## config.mk

```make
export PLATFORM = sky130hd
export DESIGN_NAME = fevt_irq_ctrl
export DESIGN_NICKNAME = d
export VERILOG_FILES = /design/src/rtl/fevt_pkg.sv /design/src/rtl/fevt_status_bank.sv /design/src/rtl/fevt_cfg_regs.sv /design/src/rtl/fevt_irq_route.sv /design/src/rtl/fevt_irq_ctrl.sv
export SDC_FILE = /design/constraint.sdc
export NUM_CORES = 1
export LEC_CHECK = 0
export BUFFER_PORTS_ARGS = -buffer_cell sky130_fd_sc_hd__buf_2
export CORE_MARGIN = 5
export CORE_UTILIZATION = 36
export DETAILED_ROUTE_END_ITERATION = 6
export PLACE_DENSITY = 0.76
export SLEW_MARGIN = 0
export SYNTH_ARGS = -nofsm -noshare
export SYNTH_HDL_FRONTEND = slang
export SYNTH_SLANG_ARGS = --single-unit
```

## constraint.sdc

```tcl
create_clock -name clk -period 0.9 [get_ports clk]
set_clock_uncertainty 0.15 [all_clocks]
set_input_delay 0.18 -clock clk [delete_from_list [all_inputs] [get_ports clk]]
set_output_delay 0.18 -clock clk [all_outputs]
set_load 0.03 [all_outputs]
```

## src/rtl/fevt_pkg.sv

```systemverilog
package fevt_pkg;

    localparam int FEVT_ADDR_W = 2;

    typedef enum logic [FEVT_ADDR_W-1:0] {
        OFS_STATUS = 2'd0,
        OFS_ENABLE = 2'd1,
        OFS_ROUTE  = 2'd2,
        OFS_SPARE  = 2'd3
    } fevt_ofs_e;

endpackage

```

## src/rtl/fevt_status_bank.sv

```systemverilog
module fevt_status_bank #(
    parameter int NUM_EVT = 4
) (
    input  logic               clk,
    input  logic               rst_n,
    input  logic [NUM_EVT-1:0] evt_set,
    input  logic [NUM_EVT-1:0] clr_mask,
    output logic [NUM_EVT-1:0] status_q
);

    for (genvar g = 0; g < NUM_EVT; g++) begin : g_bit
        always_ff @(posedge clk or negedge rst_n) begin
            if (!rst_n) begin
                status_q[g] <= 1'b0;
            end else if (evt_set[g]) begin
                status_q[g] <= 1'b1;
            end else if (clr_mask[g]) begin
                status_q[g] <= 1'b0;
            end
        end

        AST_EVT_SETS_BIT: assert property (@(posedge clk) disable iff (!rst_n)
            evt_set[g] |=> status_q[g]);

        AST_HOLD_WITHOUT_CLEAR: assert property (@(posedge clk) disable iff (!rst_n)
            (status_q[g] && !clr_mask[g]) |=> status_q[g]);

        AST_NO_SPONTANEOUS_SET: assert property (@(posedge clk) disable iff (!rst_n)
            (!status_q[g] && !evt_set[g]) |=> !status_q[g]);
    end

endmodule

```

## src/rtl/fevt_cfg_regs.sv

```systemverilog
module fevt_cfg_regs #(
    parameter int NUM_EVT = 4
) (
    input  logic               clk,
    input  logic               rst_n,
    input  logic               wr_enable,
    input  logic               wr_route,
    input  logic [NUM_EVT-1:0] wr_bits,
    output logic [NUM_EVT-1:0] enable_q,
    output logic [NUM_EVT-1:0] route_q
);

    always_ff @(posedge clk or negedge rst_n) begin
        if (!rst_n) begin
            enable_q <= '0;
        end else if (wr_enable) begin
            enable_q <= wr_bits;
        end
    end

    always_ff @(posedge clk or negedge rst_n) begin
        if (!rst_n) begin
            route_q <= '0;
        end else if (wr_route) begin
            route_q <= wr_bits;
        end
    end

    AST_ENABLE_LOADS: assert property (@(posedge clk) disable iff (!rst_n)
        wr_enable |=> (enable_q == $past(wr_bits)));

    AST_ROUTE_LOADS: assert property (@(posedge clk) disable iff (!rst_n)
        wr_route |=> (route_q == $past(wr_bits)));

endmodule

```

## src/rtl/fevt_irq_route.sv

```systemverilog
module fevt_irq_route #(
    parameter int NUM_EVT = 4
) (
    input  logic [NUM_EVT-1:0] status,
    input  logic [NUM_EVT-1:0] enable,
    input  logic [NUM_EVT-1:0] route,
    output logic               irq_host,
    output logic               irq_dsp
);

    logic [NUM_EVT-1:0] live;

    always_comb begin
        live     = status & enable;
        irq_host = |(live & ~route);
        irq_dsp  = |(live & route);
    end

endmodule

```

## src/rtl/fevt_irq_ctrl.sv

```systemverilog
module fevt_irq_ctrl
    import fevt_pkg::*;
#(
    parameter int NUM_EVT = 4,
    parameter int DATA_W  = 32
) (
    input  logic                   clk,
    input  logic                   rst_n,
    input  logic [NUM_EVT-1:0]     evt_pulse,
    input  logic                   bus_we,
    input  logic                   bus_re,
    input  logic [FEVT_ADDR_W-1:0] bus_addr,
    input  logic [DATA_W-1:0]      bus_wdata,
    output logic [DATA_W-1:0]      bus_rdata,
    output logic                   irq_host,
    output logic                   irq_dsp
);

    logic [NUM_EVT-1:0] status_q;
    logic [NUM_EVT-1:0] enable_q;
    logic [NUM_EVT-1:0] route_q;
    logic [NUM_EVT-1:0] wr_bits;
    logic [NUM_EVT-1:0] clr_mask;
    logic               wr_enable;
    logic               wr_route;
    logic [DATA_W-1:0]  rd_mux;
    fevt_ofs_e          ofs;

    assign wr_bits = bus_wdata[NUM_EVT-1:0];

    if (DATA_W > NUM_EVT) begin : g_spare_bits
        logic unused_wdata_hi;
        assign unused_wdata_hi = ^bus_wdata[DATA_W-1:NUM_EVT];
    end

    always_comb begin
        ofs       = fevt_ofs_e'(bus_addr);
        clr_mask  = '0;
        wr_enable = 1'b0;
        wr_route  = 1'b0;
        if (bus_we) begin
            unique case (ofs)
                OFS_STATUS: clr_mask  = wr_bits;
                OFS_ENABLE: wr_enable = 1'b1;
                OFS_ROUTE:  wr_route  = 1'b1;
                OFS_SPARE:  ;
            endcase
        end
    end

    always_comb begin
        rd_mux = '0;
        unique case (ofs)
            OFS_STATUS: rd_mux[NUM_EVT-1:0] = status_q;
            OFS_ENABLE: rd_mux[NUM_EVT-1:0] = enable_q;
            OFS_ROUTE:  rd_mux[NUM_EVT-1:0] = route_q;
            OFS_SPARE:  ;
        endcase
    end

    always_ff @(posedge clk or negedge rst_n) begin
        if (!rst_n) begin
            bus_rdata <= '0;
        end else if (bus_re) begin
            bus_rdata <= rd_mux;
        end
    end

    fevt_status_bank #(.NUM_EVT(NUM_EVT)) status_i (
        .clk      (clk),
        .rst_n    (rst_n),
        .evt_set  (evt_pulse),
        .clr_mask (clr_mask),
        .status_q (status_q)
    );

    fevt_cfg_regs #(.NUM_EVT(NUM_EVT)) cfg_i (
        .clk       (clk),
        .rst_n     (rst_n),
        .wr_enable (wr_enable),
        .wr_route  (wr_route),
        .wr_bits   (wr_bits),
        .enable_q  (enable_q),
        .route_q   (route_q)
    );

    fevt_irq_route #(.NUM_EVT(NUM_EVT)) route_i (
        .status   (status_q),
        .enable   (enable_q),
        .route    (route_q),
        .irq_host (irq_host),
        .irq_dsp  (irq_dsp)
    );

    initial begin
        AST_EVT_FITS_WORD: assert (NUM_EVT <= DATA_W);
    end

    AST_IRQ_NEEDS_PENDING: assert property (@(posedge clk) disable iff (!rst_n)
        (irq_host || irq_dsp) |-> (status_q != '0));

    AST_MASKED_SILENT: assert property (@(posedge clk) disable iff (!rst_n)
        (enable_q == '0) |-> (!irq_host && !irq_dsp));

    AST_ENABLE_RAISES: assert property (@(posedge clk) disable iff (!rst_n)
        (wr_enable && ((wr_bits & status_q & ~route_q) != '0)) |=> irq_host);

endmodule

```

* Word level (Yosys, flattened, before mapping)
Cells that the tools add are included.
Storage, ports and cells: register bits 16, input port bits 42, output and inout port bits 34, word-level logic and storage cells 35
Cells by class: reductions and logical operators 7, muxes and demuxes 15, bitwise logic cells 4, equality and inequality tests 2
Operators with widths (number):
- 4-bit bitwise AND | 3
- 1-bit two-way mux | 12
- 4-bit case mux with 3 select lines | 1
- 4-bit two-way mux | 2
- 2-bit nonzero test | 4
- 4-bit OR reduction | 2
- 4-bit inverter | 1
- 2-bit by 1-bit equality test with 1-bit output (second input constant) | 1
- 2-bit equality test (second input constant) | 1
- 2-bit zero test | 1

* Longest topological paths before layout
Gate-level depths: netlist of the first run.
word-level depth 5, gate-level depth with buffers 3, gate-level depth less buffers 2

* By module
Synthesis of the first run repeated with hierarchy kept, for this count alone.
Second synthesis, totals: cells, all modules 98, area, all modules 1038.5 µm²
By module, submodules not included:
- fevt_irq_ctrl | area each 535.5 µm², seq. area each 100.1 µm², cells an instance 60, instances 1
- fevt_cfg_regs | area each 290.3 µm², seq. area each 200.2 µm², cells an instance 16, instances 1
- fevt_status_bank | area each 145.1 µm², seq. area each 100.1 µm², cells an instance 12, instances 1
- fevt_irq_route | area each 67.6 µm², seq. area each 0.0 µm², cells an instance 10, instances 1

* Worst setup path before layout of the first run
OpenSTA, ideal clock, no wires.
path kind register -> output, start reg status_i.status_q[0], end out irq_host, arrival time 0.957 ns, cell stages (with the launch flop) 3, slack -0.387 ns, path buffers 0, data required time 0.570 ns, cells stage by stage dfrtp_1 -> nand2_1 -> o2111ai_1
Between the ends: longest elaborated chain between the ends 3
RTL lines:
- start: declaration | line fevt_status_bank.sv:8 | output logic [NUM_EVT-1:0] status_q
- start signal: indexed assignment | line fevt_status_bank.sv:14 | status_q[g] <= 1'b0;
- start signal: indexed assignment | line fevt_status_bank.sv:16 | status_q[g] <= 1'b1;
- start signal: indexed assignment | line fevt_status_bank.sv:18 | status_q[g] <= 1'b0;
- 4-bit bitwise AND | line fevt_irq_route.sv:14 | live = status & enable;
- 4-bit bitwise AND | line fevt_irq_route.sv:15 | irq_host = |(live & ~route);
- 4-bit OR reduction | line fevt_irq_route.sv:15
- end: declaration | line fevt_irq_ctrl.sv:15 | output logic irq_host,
Every way passes these cells.

* Final worst setup path of the first run
start reg status_i.status_q[2], end out irq_host
The elaborated chain is that of the path after synthesis.

==> impl_metrics.env, run 1 <==
export IMPL_wl_per_cell_microns=13.9
export IMPL_use_met2_pct=17.6
export IMPL_min_period_over_period_pct=171
export IMPL_area_growth_pct=36.6
export IMPL_reg2reg_to="bus_rdata[2]"
export IMPL_num_vias=767
export IMPL_core_area_sq_mm=0.00271
export IMPL_cp_data_arrival_time_ps=1200
export IMPL_final_util_pct=50.8
export IMPL_crit_path_end="irq_host"
export IMPL_hold_viol=4
export IMPL_synthDistinctLibCells=21
export IMPL_netlist_instances=97
export IMPL_crit_chain="nand3b_1, o2111ai_4, buf_6"
export IMPL_yosysTopAreaCell="dfrtp_1"
export IMPL_reg2reg_depth=4
export IMPL_drtPass1Iterations=4
export IMPL_hp_class="input pin to register"
export IMPL_clkSinkCount=16
export IMPL_r2r_setup_slack_ps=-320
export IMPL_timing_hold_ws_ps=-61.6
export IMPL_slowest_stage="dfrtp_1"
export IMPL_yosysTopAreaCellShare_pct=39.8
export IMPL_globalRouteMet1Util_pct=12.9
export IMPL_violations="negative hold slack, negative setup slack"
export IMPL_wl_microns=2320
export IMPL_grt_pass1_wl_microns=3330
export IMPL_ir_drop_mv=1.25
export IMPL_cp_start_kind="register"
export IMPL_die_w_microns=62.9
export IMPL_ctsHoldBuffers=1
export IMPL_setup_ws_ps=-635
export IMPL_placementRows=19
export IMPL_num_antenna_cells=0
export IMPL_p_per_area_mw_per_mm2=1710
export IMPL_path_clk_slew_ps=90
export IMPL_clock_path_buffers=2
export IMPL_maxCapViolations=0
export IMPL_timing_fmax_ghz=0.652
export IMPL_leakage_nw=0.696
export IMPL_start_util_pct=37.2
export IMPL_tritoncts="done"
export IMPL_io_pins=76
export IMPL_die_y_microns=62.9
export IMPL_crit_fanout=4
export IMPL_met3_usage_pct=2.88
export IMPL_cts_buffers=3
export IMPL_status="finished with violations"
export IMPL_nets=180
export IMPL_ys_warn_count=0
export IMPL_htreeDepth=1
export IMPL_antenna_found_initial=0
export IMPL_dp_slack_ps=-353
export IMPL_avgSynthCellArea_sq_um=10.4
export IMPL_critical_path_required_ps=570
export IMPL_final_common_cell="conb_1"
export IMPL_crit_start="status_i.status_q[2]"
export IMPL_grt_max_degree=17
export IMPL_io_buffers=19
export IMPL_dieArea_sq_mm=0.00396
export IMPL_r2r_start="cfg_i.enable_q[2]"
export IMPL_busiest_layer="met2"
export IMPL_first_iter_violations=8
export IMPL_fin_crit_ps=1530
export IMPL_root_buffer="clkbuf_4"
export IMPL_globalplace_congestion=0.809
export IMPL_cpPeakStageDelay_ps=450
export IMPL_rsz0062_at_grt="true"
export IMPL_synth_seq_area_share_pct=39.8
export IMPL_final_antenna_net_count=0
export IMPL_grt_use_total_pct=10.7
export IMPL_grt_overflow_total=0
export IMPL_post_route_cells_drive_above_1_share_pct=47.8
export IMPL_critPathKind="register to output port"
export IMPL_final_cell_mix="conb_1, buf_6, buf_2, dfrtp_1"
export IMPL_clk_latency_ps=290
export IMPL_yosys_register_bits=16
export IMPL_drcViolationCount=0
export IMPL_grt_pass1_vias=717
export IMPL_setup_viol=22
export IMPL_syn_cell_area_sq_mm=0.00101
export IMPL_slew_viol_final=0
export IMPL_dpl_hpwl_microns=1630
export IMPL_critPathCaptureType="output port"
export IMPL_routed_via_density=4.59
export IMPL_synth_area_top_cells="dfrtp_1, buf_4, mux2_2"
==> timing repair <==
action	in CTS	in global routing
pin swaps	4	4
buffers inserted	2	8
hold endpoints to repair	21	4
endpoints found under the setup margin	21	21
gates resized for setup	17	23
==> power breakdown <==
| part | switching, mW | leakage, nW | total, mW | internal [mW] |
|---|---|---|---|---|
| Clock | 0.220 | 0.0138 | 0.376 | 0.156 |
| Combinational | 0.547 | 0.507 | 1.05 | 0.507 |
| Sequential | 0.102 | 0.175 | 0.930 | 0.827 |
==> kinds of logic after synthesis <==
group	after synthesis	synth area share, %
buffers and inverters	38	25.5
AND/OR/NAND/NOR	21	14.7
flip-flops	16	39.8
multiplexers	12	12.9
AO/OA/AOI/OAI	9	6.83
other	1	0.372
==> cell type report <==
| cell class | count | area, sq um |
|---|---|---|
| fill | 240 | 1330 |
| clock buffer | 3 | 22.5 |
| sequential | 16 | 407 |
| timing repair buffer | 39 | 327 |
| inverter | 8 | 30.0 |
| multi-input combinational | 70 | 552 |
| tap | 31 | 38.8 |
==> how the worst min path moves through the flow <==
stage | from | endpoint | cells past startpoint
floorplan | rst_n | bus_rdata[0] | 0
global placement | rst_n | cfg_i.route_q[1] | 1
detailed placement | rst_n | cfg_i.route_q[3] | 1
CTS | bus_wdata[1] | status_i.status_q[1] | 2
global route | bus_wdata[0] | status_i.status_q[0] | 2
finish | bus_wdata[3] | status_i.status_q[3] | 2
==> critical path, delay by kind of cell, from the launching register on <==
family	cells	cell delay [ps]
DFF	1	450
and+or+nand+nor	1	170
buffers and inverters	1	160
AOI/OAI and AO/OA	1	140
==> Yosys cell counts <==
| cell | number |
|---|---|
| inv_1 | 8 |
| nand3b_4 | 1 |
| nor3b_1 | 1 |
| o221ai_1 | 4 |
| a31oi_1 | 4 |
| nand2_1 | 1 |
| nand4_1 | 1 |
| buf_4 | 28 |
| dfrtp_1 | 16 |
| clkbuf_2 | 1 |
| nand2b_1 | 1 |
| nand3_1 | 4 |
| nand3b_1 | 3 |
| mux2_2 | 8 |
| nor2_1 | 4 |
| conb_1 | 1 |
| nand3b_2 | 1 |
| buf_6 | 1 |
| mux2i_1 | 4 |
| o2111ai_1 | 1 |
| nand4b_1 | 4 |
==> sequential cells by signal (all words and copies together), names as in the netlist <==
| name | cells |
|---|---|
| cfg_i.route_q | 4 |
| cfg_i.enable_q | 4 |
| status_i.status_q | 4 |
| bus_rdata | 4 |
==> layer usage <==
layer | wire length (microns) | share of wire [%] | vias to the layer above
met4 | 57 | 2.5 | 0
met1 | 881 | 38 | 362
met3 | 177 | 7.6 | 5
met5 | 0 | 0 | -
met2 | 1210 | 52 | 39
li1 | - | - | 361
==> stage by stage <==
step                      instances  setup TNS [ps]  instance area [sq um]  power, mW
after floorplan                 124            -710                   1170       1.55
after global routing            167           -5070                   1380       2.47
final                           167           -4390                   1380       2.36
after global placement          156           -3880                   1160       1.70
after CTS                       161           -3960                   1260       2.21
after detailed placement        156           -4120                   1160       1.72
No activity file was read; power rests on OpenSTA's default activity.
==> inputs of run 2 (changes only) <==
CORE_ASPECT_RATIO = 0.6   (was unset)
==> impl_metrics.env, run 2 (same netlist as run 1, synthesis figures left out) <==
export IMPL_status="finished with violations"
export IMPL_violations="negative hold slack, negative setup slack"
export IMPL_power_share_switching_pct=34.4
export IMPL_nets=182
export IMPL_area_growth_pct=41.5
export IMPL_p_per_area_mw_per_mm2=1840
export IMPL_hold_viol=4
export IMPL_globalplace_congestion=0.809
export IMPL_grt_use_total_pct=12.6
export IMPL_cts_buffers=3
export IMPL_drcViolationCount=0
export IMPL_drtPass1Iterations=4
export IMPL_critPathCaptureType="output port"
export IMPL_maxCapViolations=0
export IMPL_r2r_start="status_i.status_q[2]"
export IMPL_slowest_stage="dfrtp_1"
export IMPL_cp_top_family="flip-flops"
export IMPL_fin_crit_ps=1460
export IMPL_final_cell_mix="conb_1, buf_6, buf_2, dfrtp_1, buf_4"
export IMPL_io_buffers=19
export IMPL_die_w_microns=78.3
export IMPL_reg2reg_to="bus_rdata[2]"
export IMPL_grt_pass1_wl_microns=3820
export IMPL_crit_chain="nand3b_1, o2111ai_4, buf_6"
export IMPL_critical_path_required_ps=570
export IMPL_critPathKind="register to output port"
export IMPL_placementRows=14
export IMPL_hp_start="bus_wdata[0]"
export IMPL_root_buffer="clkbuf_8"
export IMPL_min_period_over_period_pct=162
export IMPL_dieArea_sq_mm=0.00399
export IMPL_clk_latency_ps=250
export IMPL_cp_buffers_inverters=1
export IMPL_ctsHoldBuffers=1
export IMPL_clock_path_buffers=2
export IMPL_grt_pass1_vias=780
export IMPL_timing_fmax_ghz=0.686
export IMPL_routed_via_density=4.45
export IMPL_leakage_nw=0.714
export IMPL_timing_hold_ws_ps=-25.3
export IMPL_wl_per_cell_microns=14.1
export IMPL_nFillCells=223
export IMPL_setup_ws_ps=-559
export IMPL_hp_class="input pin to register"
export IMPL_final_common_cell="conb_1"
export IMPL_dpl_hpwl_microns=1950
export IMPL_slew_viol_final=0
export IMPL_io_pins=76
export IMPL_switchingPower_uw=903
export IMPL_htreeDepth=1
export IMPL_cp_data_arrival_time_ps=1130
export IMPL_p_int_mw=1.72
export IMPL_cpPeakStageDelay_ps=380
export IMPL_final_util_pct=55.0
export IMPL_tritoncts="done"
export IMPL_grt_overflow_total=0
export IMPL_combPwrFrac_pct=40.1
export IMPL_path_clk_slew_ps=60
export IMPL_wl_microns=2410
export IMPL_crit_fanout=2
export IMPL_final_antenna_net_count=0
export IMPL_first_iter_violations=36
export IMPL_ir_drop_mv=1.14
export IMPL_setup_viol=22
export IMPL_dp_slack_ps=-348
export IMPL_grt_max_degree=17
export IMPL_pwr_share_clk_pct=24.7
export IMPL_cp_start_kind="register"
export IMPL_die_y_microns=51.0
export IMPL_power_frac_seq_pct=35.2
export IMPL_num_antenna_cells=0
export IMPL_start_util_pct=38.9
export IMPL_antenna_found_initial=0
export IMPL_r2r_setup_slack_ps=-230
export IMPL_rsz0062_at_grt="true"
export IMPL_worst_hold_path_num_cells=2
export IMPL_num_vias=761
export IMPL_post_route_cells_drive_above_1_share_pct=48.9
export IMPL_reg2reg_depth=3
export IMPL_min_to="status_i.status_q[0]"
export IMPL_core_area_sq_mm=0.00259
export IMPL_clkSinkCount=16
==> run 2: metrics by stage <==
step | power [mW] | instance area [sq um] | instances | hold WS [ps] | TNS [ps]
2_1_floorplan | 1.55 | 1170 | 124 | -266 | -710
3_3_place_gp | 1.73 | 1210 | 162 | -48.2 | -4500
3_5_place_dp | 1.77 | 1210 | 162 | -30.1 | -4840
4_1_cts | 2.58 | 1370 | 169 | -20.2 | -4190
5_1_grt | 2.75 | 1430 | 171 | -20.0 | -4840
6_report | 2.62 | 1430 | 171 | -25.3 | -4140
==> run 2: cell type report <==
cell class | instances | area, sq um | share of cell area, %
clock buffers | 4 | 55.1 | 3.86
inverters | 8 | 30.0 | 2.11
multi-input cells | 70 | 537 | 37.7
flip-flops and latches | 16 | 407 | 28.5
well taps | 32 | 40.0 | 2.81
repair buffers | 41 | 357 | 25.0
==> run 2: worst max path at each step <==
stage	start	endpoint	slack (ps)	depth (start not counted)
3_3_place_gp	cfg_i.route_q[3]	irq_host	-300	3
5_1_grt	cfg_i.enable_q[0]	irq_host	-600	3
2_1_floorplan	cfg_i.route_q[0]	irq_dsp	-200	2
3_5_place_dp	cfg_i.route_q[3]	irq_host	-350	3
6_report	cfg_i.route_q[1]	irq_host	-560	3
4_1_cts	cfg_i.route_q[2]	irq_host	-560	3
==> run 2: what timing repair did <==
| item | in CTS | in global routing |
|---|---|---|
| cloned | 0 | 0 |
| setup endpoints to repair | 22 | 27 |
| resized for setup | 24 | 13 |
| setup buffers | 5 | 5 |
| hold endpoints to repair | 20 | 4 |
| pin swaps | 8 | 1 |
==> run 2: power groups by stage <==
| stage | Sequential [mW] | Clock [mW] | Combinational, mW |
|---|---|---|---|
| 6_report | 0.923 | 0.647 | 1.05 |
| 5_1_grt | 0.938 | 0.698 | 1.11 |
| 4_1_cts | 0.919 | 0.663 | 0.994 |
| 3_5_place_dp | 0.919 | 0 | 0.850 |
| 3_3_place_gp | 0.908 | 0 | 0.827 |
| 2_1_floorplan | 0.969 | 0 | 0.585 |
==> run 2: routing by layer <==
layer	track usage [%]	wire length (microns)	up-vias
met3	4.39	142	2
met2	23.4	1190	26
met1	14.5	1060	365
li1	-	-	368
met4	1.74	13	0
met5	0	0	-
==> run 2: worst register-to-register path, cell delays in order (launching register included) <==
cell and delay [ps]:
dfrtp_1 410, buf_6 140, mux2i_2 170, o221ai_1 130
==> inputs of run 3 (changes only) <==
==> constraint.sdc (replaced) <==
create_clock -name clk -period 0.9 [get_ports clk]
set_clock_uncertainty 0.15 [all_clocks]
set_input_delay 0.09 -clock clk [delete_from_list [all_inputs] [get_ports clk]]
set_output_delay 0.09 -clock clk [all_outputs]
set_load 0.03 [all_outputs]
==> impl_metrics.env, run 3 (same netlist as run 1, synthesis figures left out) <==
export IMPL_die_y_microns=51.0
export IMPL_placementRows=14
export IMPL_hp_class="input pin to register"
export IMPL_num_vias=738
export IMPL_io_pins=76
export IMPL_min_period_over_period_pct=153
export IMPL_tritoncts="done"
export IMPL_critical_path_required_ps=660
export IMPL_critPathCaptureType="output port"
export IMPL_setup_ws_ps=-481
export IMPL_power_mw=2.40
export IMPL_final_cell_mix="conb_1, dfrtp_1, buf_2, buf_6"
export IMPL_num_antenna_cells=0
export IMPL_hp_start="bus_wdata[1]"
export IMPL_hold_viol=12
export IMPL_start_util_pct=38.9
export IMPL_grt_pass1_wl_microns=3590
export IMPL_crit_start="cfg_i.route_q[1]"
export IMPL_grt_use_total_pct=11.9
export IMPL_fin_crit_ps=1380
export IMPL_drtPass1Iterations=4
export IMPL_htreeDepth=1
export IMPL_setup_viol=20
export IMPL_violations="negative hold slack, negative setup slack"
export IMPL_path_clk_slew_ps=50
export IMPL_globalplace_congestion=0.811
export IMPL_critPathKind="register to output port"
export IMPL_timing_fmax_ghz=0.724
export IMPL_dieArea_sq_mm=0.00399
export IMPL_post_route_cells_drive_above_1_share_pct=40.8
export IMPL_io_buffers=19
export IMPL_status="finished with violations"
export IMPL_clock_path_buffers=2
export IMPL_rsz0062_at_grt="true"
export IMPL_final_antenna_net_count=0
export IMPL_crit_fanout=4
export IMPL_core_area_sq_mm=0.00259
export IMPL_root_buffer="clkbuf_8"
export IMPL_cts_buffers=3
export IMPL_fin_tns_setup_ps=-2630
export IMPL_maxCapViolations=0
export IMPL_ctsHoldBuffers=7
export IMPL_nets=173
export IMPL_final_area_sq_mm=0.00131
export IMPL_routed_via_density=4.56
export IMPL_grt_max_degree=17
export IMPL_ir_drop_mv=0.974
export IMPL_clk_latency_ps=250
export IMPL_antenna_found_initial=0
export IMPL_leakage_nw=0.653
export IMPL_wl_per_cell_microns=13.7
export IMPL_grt_pass1_vias=743
export IMPL_grt_overflow_total=0
export IMPL_cp_start_kind="register"
export IMPL_r2r_start="cfg_i.enable_q[3]"
export IMPL_place_inst=153
export IMPL_cp_data_arrival_time_ps=1140
export IMPL_p_per_area_mw_per_mm2=1830
export IMPL_wl_microns=2210
export IMPL_area_growth_pct=30.3
export IMPL_die_w_microns=78.3
export IMPL_drcViolationCount=0
export IMPL_dp_slack_ps=-257
export IMPL_final_common_cell="conb_1"
export IMPL_slew_viol_final=0
export IMPL_clkSinkCount=16
export IMPL_dpl_hpwl_microns=1730
export IMPL_layout_cells_non_filler=162
export IMPL_final_util_pct=50.6
export IMPL_timing_hold_ws_ps=-99.0
export IMPL_dpl_cell_area_sq_mm=0.00112
export IMPL_first_iter_violations=32
[run 3: cell count changes in the layout (fill, tap and decap cells not counted), sizes merged]
| cell | previous run | this run |
|---|---|---|
| buf | 39 | 28 |
| clkbuf | 5 | 4 |
| dlygate4sd3 | 1 | 4 |
[run 3: routing by layer]
layer  part of all wire (%)  vias up  global-route usage, %  routed length, microns
met4                   0.95        0                   3.49                      21
met2                     47       27                   19.0                    1050
li1                       -      348                      -                       -
met1                     44      359                   14.8                     965
met3                    8.1        4                   4.91                     180
met5                      0        -                      0                       0
[run 3: final cells by class]
class,instances,area [sq um]
fill,232,1280
multi-input combinational,70,531
sequential,16,407
timing repair buffer,32,260
clock buffer,4,45.0
tap,32,40.0
inverter,8,30.0
[run 3: path summary, 6_finish.rpt]
path | end | slack [ps] | depth (start not counted)
max | irq_host | -480 | 3
min in group asynchronous | cfg_i.enable_q[0] | 120 | 2
min reg2reg | cfg_i.route_q[2] | 410 | 1
max reg2reg | bus_rdata[3] | -170 | 3
max in group asynchronous | bus_rdata[0] | 200 | 2
min | status_i.status_q[1] | -100 | 2
[run 3: worst max-delay path: stages (launching register included)]
cell       delay (ps)
dfrtp_1           400
nand3b_1          210
o2111ai_4         130
buf_6             160
[run 3: timing repair]
item	4_1_cts	5_1_grt
endpoints found under the setup margin	20	22
setup buffers	3	1
resized for setup	19	11
pin swaps	4	6
hold endpoints to repair	28	12
[run 3: power breakdown]
group	total (mW)	switching, mW	internal (mW)
sequential	0.930	0.101	0.829
combinational	0.917	0.504	0.413
clock	0.550	0.236	0.314
